--- src/rtl/tlb_xlate_pkg.sv ---
package tlb_xlate_pkg;
  parameter int unsigned VA_W     = 32;
  parameter int unsigned PG_OFF_W = 12;
  parameter int unsigned PPN_W    = 20;
  parameter int unsigned ASID_W   = 8;
  parameter int unsigned PROT_W   = 3;
  localparam int unsigned VPN_W   = VA_W - PG_OFF_W;
  localparam int unsigned PA_W    = PPN_W + PG_OFF_W;

  typedef struct packed {
    logic [VPN_W-1:0]  vpn;
    logic [ASID_W-1:0] asid;
    logic              glob;
    logic [PPN_W-1:0]  ppn;
    logic [PROT_W-1:0] prot;
  } tlb_entry_t;
endpackage

--- src/rtl/tlb_cam_match.sv ---
module tlb_cam_match
  import tlb_xlate_pkg::*;
#(
  parameter  int unsigned N     = 16,
  localparam int unsigned IDX_W = (N > 1) ? $clog2(N) : 1
) (
  input  logic [N-1:0]      valid_i,
  input  tlb_entry_t        ents_i [N],
  input  logic [VPN_W-1:0]  vpn_i,
  input  logic [ASID_W-1:0] asid_i,
  input  logic              any_ctx_i,  // key side treats every ID as matching
  output logic [N-1:0]      hit_vec_o,
  output logic [IDX_W-1:0]  idx_o
);
  for (genvar g = 0; g < N; g++) begin : g_cmp
    assign hit_vec_o[g] = valid_i[g] && (ents_i[g].vpn == vpn_i) &&
                          (ents_i[g].glob || any_ctx_i || (ents_i[g].asid == asid_i));
  end

  always_comb begin
    idx_o = '0;
    for (int i = N - 1; i >= 0; i--) begin
      if (hit_vec_o[i]) idx_o = IDX_W'(i);
    end
  end
endmodule

--- src/rtl/tlb_victim.sv ---
module tlb_victim #(
  parameter  int unsigned N     = 16,
  localparam int unsigned IDX_W = (N > 1) ? $clog2(N) : 1
) (
  input  logic             clk_i,
  input  logic             rst_ni,
  input  logic             do_fill_i,
  input  logic [N-1:0]     valid_i,
  input  logic             ovl_any_i,
  input  logic [IDX_W-1:0] ovl_idx_i,
  output logic [IDX_W-1:0] idx_o
);
  logic [IDX_W-1:0] rr_q;
  logic [IDX_W-1:0] free_idx;
  logic             full;
  logic             use_rr;

  assign full = &valid_i;

  always_comb begin
    free_idx = '0;
    for (int i = N - 1; i >= 0; i--) begin
      if (!valid_i[i]) free_idx = IDX_W'(i);
    end
  end

  assign use_rr = !ovl_any_i && full;
  assign idx_o  = ovl_any_i ? ovl_idx_i : (full ? rr_q : free_idx);

  always_ff @(posedge clk_i or negedge rst_ni) begin
    if (!rst_ni) begin
      rr_q <= '0;
    end else if (do_fill_i && use_rr) begin
      rr_q <= (rr_q == IDX_W'(N - 1)) ? '0 : rr_q + 1'b1;
    end
  end

  AST_RR_HOLD: assert property (@(posedge clk_i) disable iff (!rst_ni)
    !(do_fill_i && !ovl_any_i && full) |=> $stable(rr_q));
endmodule

--- src/rtl/tlb_store.sv ---
module tlb_store
  import tlb_xlate_pkg::*;
#(
  parameter  int unsigned N     = 16,
  localparam int unsigned IDX_W = (N > 1) ? $clog2(N) : 1
) (
  input  logic             clk_i,
  input  logic             rst_ni,
  input  logic             wr_en_i,
  input  logic [IDX_W-1:0] wr_idx_i,
  input  tlb_entry_t       wr_ent_i,
  input  logic [N-1:0]     kill_i,
  input  logic             flush_i,
  input  logic             keep_glob_i,
  output logic [N-1:0]     valid_o,
  output tlb_entry_t       ents_o [N]
);
  logic [N-1:0] valid_q;
  logic [N-1:0] glob_vec;
  logic         do_wr;

  assign do_wr = wr_en_i && !flush_i;  // flush wins

  for (genvar g = 0; g < N; g++) begin : g_glob
    assign glob_vec[g] = ents_o[g].glob;
  end

  always_ff @(posedge clk_i or negedge rst_ni) begin
    if (!rst_ni) begin
      valid_q <= '0;
    end else if (flush_i) begin
      valid_q <= keep_glob_i ? (valid_q & glob_vec) : '0;
    end else if (do_wr) begin
      valid_q <= (valid_q & ~kill_i) | (N'(1) << wr_idx_i);
    end
  end

  for (genvar g = 0; g < N; g++) begin : g_data
    always_ff @(posedge clk_i) begin
      if (do_wr && (wr_idx_i == IDX_W'(g))) ents_o[g] <= wr_ent_i;
    end
  end

  assign valid_o = valid_q;

  AST_FULL_FLUSH: assert property (@(posedge clk_i) disable iff (!rst_ni)
    (flush_i && !keep_glob_i) |=> (valid_q == '0));
  AST_CTX_FLUSH: assert property (@(posedge clk_i) disable iff (!rst_ni)
    (flush_i && keep_glob_i) |=> ((valid_q & ~glob_vec) == '0));
  AST_FLUSH_NO_ADD: assert property (@(posedge clk_i) disable iff (!rst_ni)
    flush_i |=> ((valid_q & ~$past(valid_q)) == '0));
endmodule

--- src/rtl/tlb_xlate.sv ---
module tlb_xlate
  import tlb_xlate_pkg::*;
#(
  parameter  int unsigned N_ENTRIES = 16,
  localparam int unsigned IDX_W     = (N_ENTRIES > 1) ? $clog2(N_ENTRIES) : 1
) (
  input  logic              clk_i,
  input  logic              rst_ni,
  input  logic              lk_req_i,
  input  logic [VA_W-1:0]   lk_vaddr_i,
  input  logic [ASID_W-1:0] cur_asid_i,
  output logic              lk_valid_o,
  output logic              lk_hit_o,
  output logic              lk_miss_o,
  output logic [PA_W-1:0]   lk_paddr_o,
  output logic [PROT_W-1:0] lk_prot_o,
  input  logic              fill_req_i,
  input  logic [VPN_W-1:0]  fill_vpn_i,
  input  logic [ASID_W-1:0] fill_asid_i,
  input  logic              fill_glob_i,
  input  logic [PPN_W-1:0]  fill_ppn_i,
  input  logic [PROT_W-1:0] fill_prot_i,
  input  logic              flush_req_i,
  input  logic              flush_keep_glob_i
);
  logic [N_ENTRIES-1:0] valid;
  tlb_entry_t           ents [N_ENTRIES];
  logic [N_ENTRIES-1:0] lk_vec, ovl_vec;
  logic [IDX_W-1:0]     lk_idx, ovl_idx, wr_idx;
  logic                 lk_any;
  tlb_entry_t           wr_ent;

  tlb_cam_match #(.N(N_ENTRIES)) u_lk_match (
    .valid_i   (valid),
    .ents_i    (ents),
    .vpn_i     (lk_vaddr_i[VA_W-1:PG_OFF_W]),
    .asid_i    (cur_asid_i),
    .any_ctx_i (1'b0),
    .hit_vec_o (lk_vec),
    .idx_o     (lk_idx)
  );

  tlb_cam_match #(.N(N_ENTRIES)) u_ovl_match (
    .valid_i   (valid),
    .ents_i    (ents),
    .vpn_i     (fill_vpn_i),
    .asid_i    (fill_asid_i),
    .any_ctx_i (fill_glob_i),
    .hit_vec_o (ovl_vec),
    .idx_o     (ovl_idx)
  );

  tlb_victim #(.N(N_ENTRIES)) u_victim (
    .clk_i     (clk_i),
    .rst_ni    (rst_ni),
    .do_fill_i (fill_req_i && !flush_req_i),
    .valid_i   (valid),
    .ovl_any_i (|ovl_vec),
    .ovl_idx_i (ovl_idx),
    .idx_o     (wr_idx)
  );

  assign wr_ent = '{vpn: fill_vpn_i, asid: fill_asid_i, glob: fill_glob_i,
                    ppn: fill_ppn_i, prot: fill_prot_i};

  tlb_store #(.N(N_ENTRIES)) u_store (
    .clk_i       (clk_i),
    .rst_ni      (rst_ni),
    .wr_en_i     (fill_req_i),
    .wr_idx_i    (wr_idx),
    .wr_ent_i    (wr_ent),
    .kill_i      (ovl_vec),
    .flush_i     (flush_req_i),
    .keep_glob_i (flush_keep_glob_i),
    .valid_o     (valid),
    .ents_o      (ents)
  );

  assign lk_any = |lk_vec;

  always_ff @(posedge clk_i or negedge rst_ni) begin
    if (!rst_ni) begin
      lk_valid_o <= 1'b0;
      lk_hit_o   <= 1'b0;
      lk_miss_o  <= 1'b0;
      lk_paddr_o <= '0;
      lk_prot_o  <= '0;
    end else begin
      lk_valid_o <= lk_req_i;
      lk_hit_o   <= lk_req_i && lk_any;
      lk_miss_o  <= lk_req_i && !lk_any;
      lk_paddr_o <= (lk_req_i && lk_any) ?
                    {ents[lk_idx].ppn, lk_vaddr_i[PG_OFF_W-1:0]} : '0;
      lk_prot_o  <= (lk_req_i && lk_any) ? ents[lk_idx].prot : '0;
    end
  end

  AST_REQ_RESP: assert property (@(posedge clk_i) disable iff (!rst_ni)
    lk_req_i |=> (lk_valid_o && (lk_hit_o != lk_miss_o)));
  AST_IDLE_QUIET: assert property (@(posedge clk_i) disable iff (!rst_ni)
    !lk_valid_o |-> (!lk_hit_o && !lk_miss_o));
  AST_MISS_ZERO: assert property (@(posedge clk_i) disable iff (!rst_ni)
    !lk_hit_o |-> (lk_paddr_o == '0 && lk_prot_o == '0));
  AST_ONE_MATCH: assert property (@(posedge clk_i) disable iff (!rst_ni)
    $onehot0(lk_vec));
endmodule

--- config.mk ---
export PLATFORM = sky130hd
export DESIGN_NAME = tlb_xlate
export DESIGN_NICKNAME = d
export VERILOG_FILES = /design/src/rtl/tlb_xlate_pkg.sv /design/src/rtl/tlb_cam_match.sv /design/src/rtl/tlb_victim.sv /design/src/rtl/tlb_store.sv /design/src/rtl/tlb_xlate.sv
export SDC_FILE = /design/constraint.sdc
export NUM_CORES = 2
export LEC_CHECK = 0
export BUFFER_PORTS_ARGS = -buffer_cell sky130_fd_sc_hd__buf_4
export CAP_MARGIN = 30
export CORE_MARGIN = 8
export CORE_UTILIZATION = 35
export DETAILED_ROUTE_END_ITERATION = 7
export PLACE_DENSITY = 0.59
export SLEW_MARGIN = 20
export SYNTH_ARGS = -nofsm -noshare
export SYNTH_HDL_FRONTEND = slang
export SYNTH_SLANG_ARGS = --single-unit
--- constraint.sdc ---
create_clock -name clk_i -period 7.55 [get_ports clk_i]
set_clock_uncertainty 0.15 [all_clocks]
set_input_delay 1.1325 -clock clk_i [delete_from_list [all_inputs] [get_ports clk_i]]
set_output_delay 1.1325 -clock clk_i [all_outputs]
set_load 0.02 [all_outputs]
==> summary.txt <==
CTS
  – Root buffer cell: clkbuf_16
  – CTS max path bufs: 3
  – Post-CTS Setup Bufs: 0
  – # hold bufs at CTS: 0
  – CTS Buf Count: 97
  – CTS tree: yes
  – Clock Sinks: 890
  – CTS H-tree lvls: 3
  – Worst skew pair latency: 0.72 ns
  – CTS clk-pin slew, worst paths: 0.06 ns
  – # resized after CTS: 0

Detailed routing
  – Drc violations: 0
  – Routed Antenna Nets: 0
  – Via density: 5.68
  – Total iterations of the first detailed-routing run: 6
  – Routed wire per std cell: 27.7 um
  – Detailed Route Iter0 Violations: 3,318
  – Vias: 28,900
  – Routed wire length: 141,000 um

Worst setup path
  – Crit path launch type: primary input
  – Worst r2r src: u_store.ents_o[291]
  – Arr. time, crit path: 5.99 ns
  – R2R Path End: lk_paddr_o[20]
  – Setup crit end kind: register
  – R2R Setup Slk: 2.27 ns
  – Crit path max fanout: 31
  – R2R cell count: 11
  – CP required: 7.94 ns
  – Critical path class: primary input to register

Final layout
  – Layout overhead on the synthesized area: 13.5%
  – Most frequent cells in the layout: edfxtp_1 (832), xor2_1 (709), nor4_1 (215), buf_4 (208), xnor2_1 (188)
  – Nets: 3,451
  – Filler instances: 11,700
  – Commonest non-fill, non-tap cell in the layout: edfxtp_1
  – Layout cells sized above 1: 14.0%

Status
  – Run status: completed

Synthesis
  – Async SR Flop Fraction: 6.52%
  – EDFF count, synth: 832
  – Mapped Nets: 3,340
  – Seq cells post-synth: 890
  – Average size of a mapped cell: 13.6 sq um
  – Synthesized area: 0.0441 sq mm
  – Top_reg_cell synth: edfxtp_1
  – Yosys warns: 0
  – Cells after synthesis: 3,241
  – Register area share after synthesis: 59.9%
  – Post-synthesis cell type count: 81

Power
  – Max VDD drop: 192 uV
  – Pwr dens: 219 mW/mm^2
  – Pwr Total: 11.0 mW
  – Leakage power: 16.7 nW

STA
  – Final worst slack: 1.96 ns
  – Min Tclk post-route: 5.59 ns
  – # setup viols final: 0
  – Max-slew violations: 0
  – Worst slew pin tran: 0.944 ns
  – Achievable frequency: 179 MHz
  – Final Hold Violating Endpoints: 0
  – Post-route setup TNS: 0 ns
  – Final Cycle Share: 74.1%
  – Slew headroom: 36.7%
  – RSZ-0062 raised after global routing: no

Placement
  – Post-DP HPWL: 88,900 um
  – Pre-CTS setup slack: 1.34 ns
  – RePlAce Congestion: 0.952
  – Port Buffer Count: 135

Die
  – Core ar.: 0.125 sq mm
  – Die area: 0.138 sq mm
  – Initial Util: 35.2%
  – Die Y-Extent: 371 um
  – Top-level I/O count: 136
  – Die extent in x: 371 um
  – Cell Rows: 130

Global route
  – Initial antenna violation count: 4
  – Largest net degree at the start of global routing: 53
  – GRT overflow: 0
  – Global-route usage over all layers: 19.9%
  – Vias in the first global route: 28,400
  – First-pass GRT wire length: 203,000 um

Flow run
  – Max-cap violations: 0

Hold path
  – Worst hold path class: primary input to asynchronous set/reset pin
-- routing by layer --
layer  vias to the layer above  GRT usage, %  wire [um]
met5                         -             0         21
met4                         4          6.30       4520
met3                       281          4.55      12600
met2                      1328          30.5      62600
met1                     14700          27.8      61200
li1                      12600             -          -
-- area by class of cell --
type / count / area [sq um] / share of cell area (%)
Tap cell: 1650 / 2060 / 4.12
Clock inverter: 58 / 571 / 1.14
Clock buffer: 119 / 2560 / 5.11
Sequential cell: 890 / 26400 / 52.8
Inverter: 14 / 52.6 / 0.105
Timing Repair Buffer: 221 / 1780 / 3.56
Multi-Input combinational cell: 2128 / 16600 / 33.2
Antenna cell: 2 / 5.00 / 0.00999
-- worst max path at each step --
stage / from / to / slack [ns] / depth (start not counted)
6_report: cur_asid_i[6] / lk_paddr_o[20] / 1.96 / 12
5_1_grt: cur_asid_i[7] / lk_paddr_o[17] / 1.83 / 12
4_1_cts: cur_asid_i[6] / lk_paddr_o[20] / 2.08 / 12
3_5_place_dp: cur_asid_i[6] / lk_paddr_o[20] / 1.34 / 12
3_3_place_gp: cur_asid_i[6] / lk_paddr_o[14] / 1.12 / 11
2_1_floorplan: fill_asid_i[7] / u_store.ents_o[364] / -0.43 / 13
-- power breakdown --
group / switching, mW / internal, mW
clock: 2.02 / 2.72
sequential: 0.0338 / 5.45
combinational: 0.526 / 0.223
-- kinds of logic after synthesis --
| family | synth area share, % |
|---|---|
| and+or+nand+nor | 9.99 |
| xor gates and xnor gates | 17.8 |
| muxes | 3.64 |
| adders and majority gates | 0.0283 |
| buffers and inverters | 2.90 |
| AOI/OAI and AO/OA | 5.74 |
| DFF | 59.9 |
-- through the flow --
| stage | area (sq um) | hold slack (ns) | util (%) | instances |
|---|---|---|---|---|
| detailed placement | 46900 | 0.403 | 37.4 | 4900 |
| global placement | 46900 | 0.411 | 37.4 | 4896 |
| global route | 50100 | 0.237 | 40.0 | 5080 |
| floorplan | 44200 | 0.325 | - | 3241 |
| CTS | 50100 | 0.214 | 39.9 | 5077 |
| finish | 50100 | 0.235 | 40.0 | 5082 |
-- worst max-delay path, cell delays in order --
cell and delay, ns:
buf_4 0.33, xor2_1 0.12, nor4_1 0.42, a21oi_1 0.28
or4_1 0.74, nand3b_1 0.15, o2111a_1 0.60, o21a_2 0.81
buf_4 0.39, mux2_2 0.36, a2111oi_0 0.45, a31oi_1 0.17
-- registers in the layout (all words and copies together) (netlist names) --
register / count
lk_hit_o: 1
lk_miss_o: 1
lk_paddr_o: 32
lk_prot_o: 3
lk_valid_o: 1
u_store.ents_o: 832
u_store.valid_o: 16
u_victim.rr_q: 4
-- synthesized netlist by cell type, types with 10 or more instances --
cell type	instances	share of area, %
o22a_1	10	0.20
nand2_1	140	1.2
nand4_1	157	2.2
a31oi_1	50	0.71
or4_1	25	0.43
nor3b_1	13	0.22
nor4_1	218	3.1
buf_4	15	0.26
edfxtp_1	832	57
clkbuf_1	105	0.89
o311ai_0	16	0.32
o21ai_0	14	0.16
o41a_1	24	0.61
and3_1	11	0.16
mux2_2	71	1.8
buf_6	47	1.2
nand3_1	33	0.37
dfrtp_1	58	3.3
xor2_1	709	14
nor3_1	49	0.56
o211ai_1	45	0.77
buf_2	27	0.31
or3_1	12	0.17
inv_1	14	0.12
xnor2_1	188	3.7
nand4b_1	16	0.32
a21oi_1	50	0.57
buf_1	15	0.13
a211oi_1	13	0.22
a221oi_1	10	0.20
nor2_1	22	0.19
a32oi_1	14	0.28
o31ai_1	18	0.31
and2_1	27	0.38
mux2i_1	62	1.4
Note: power is estimated with default switching activity, not from simulation.
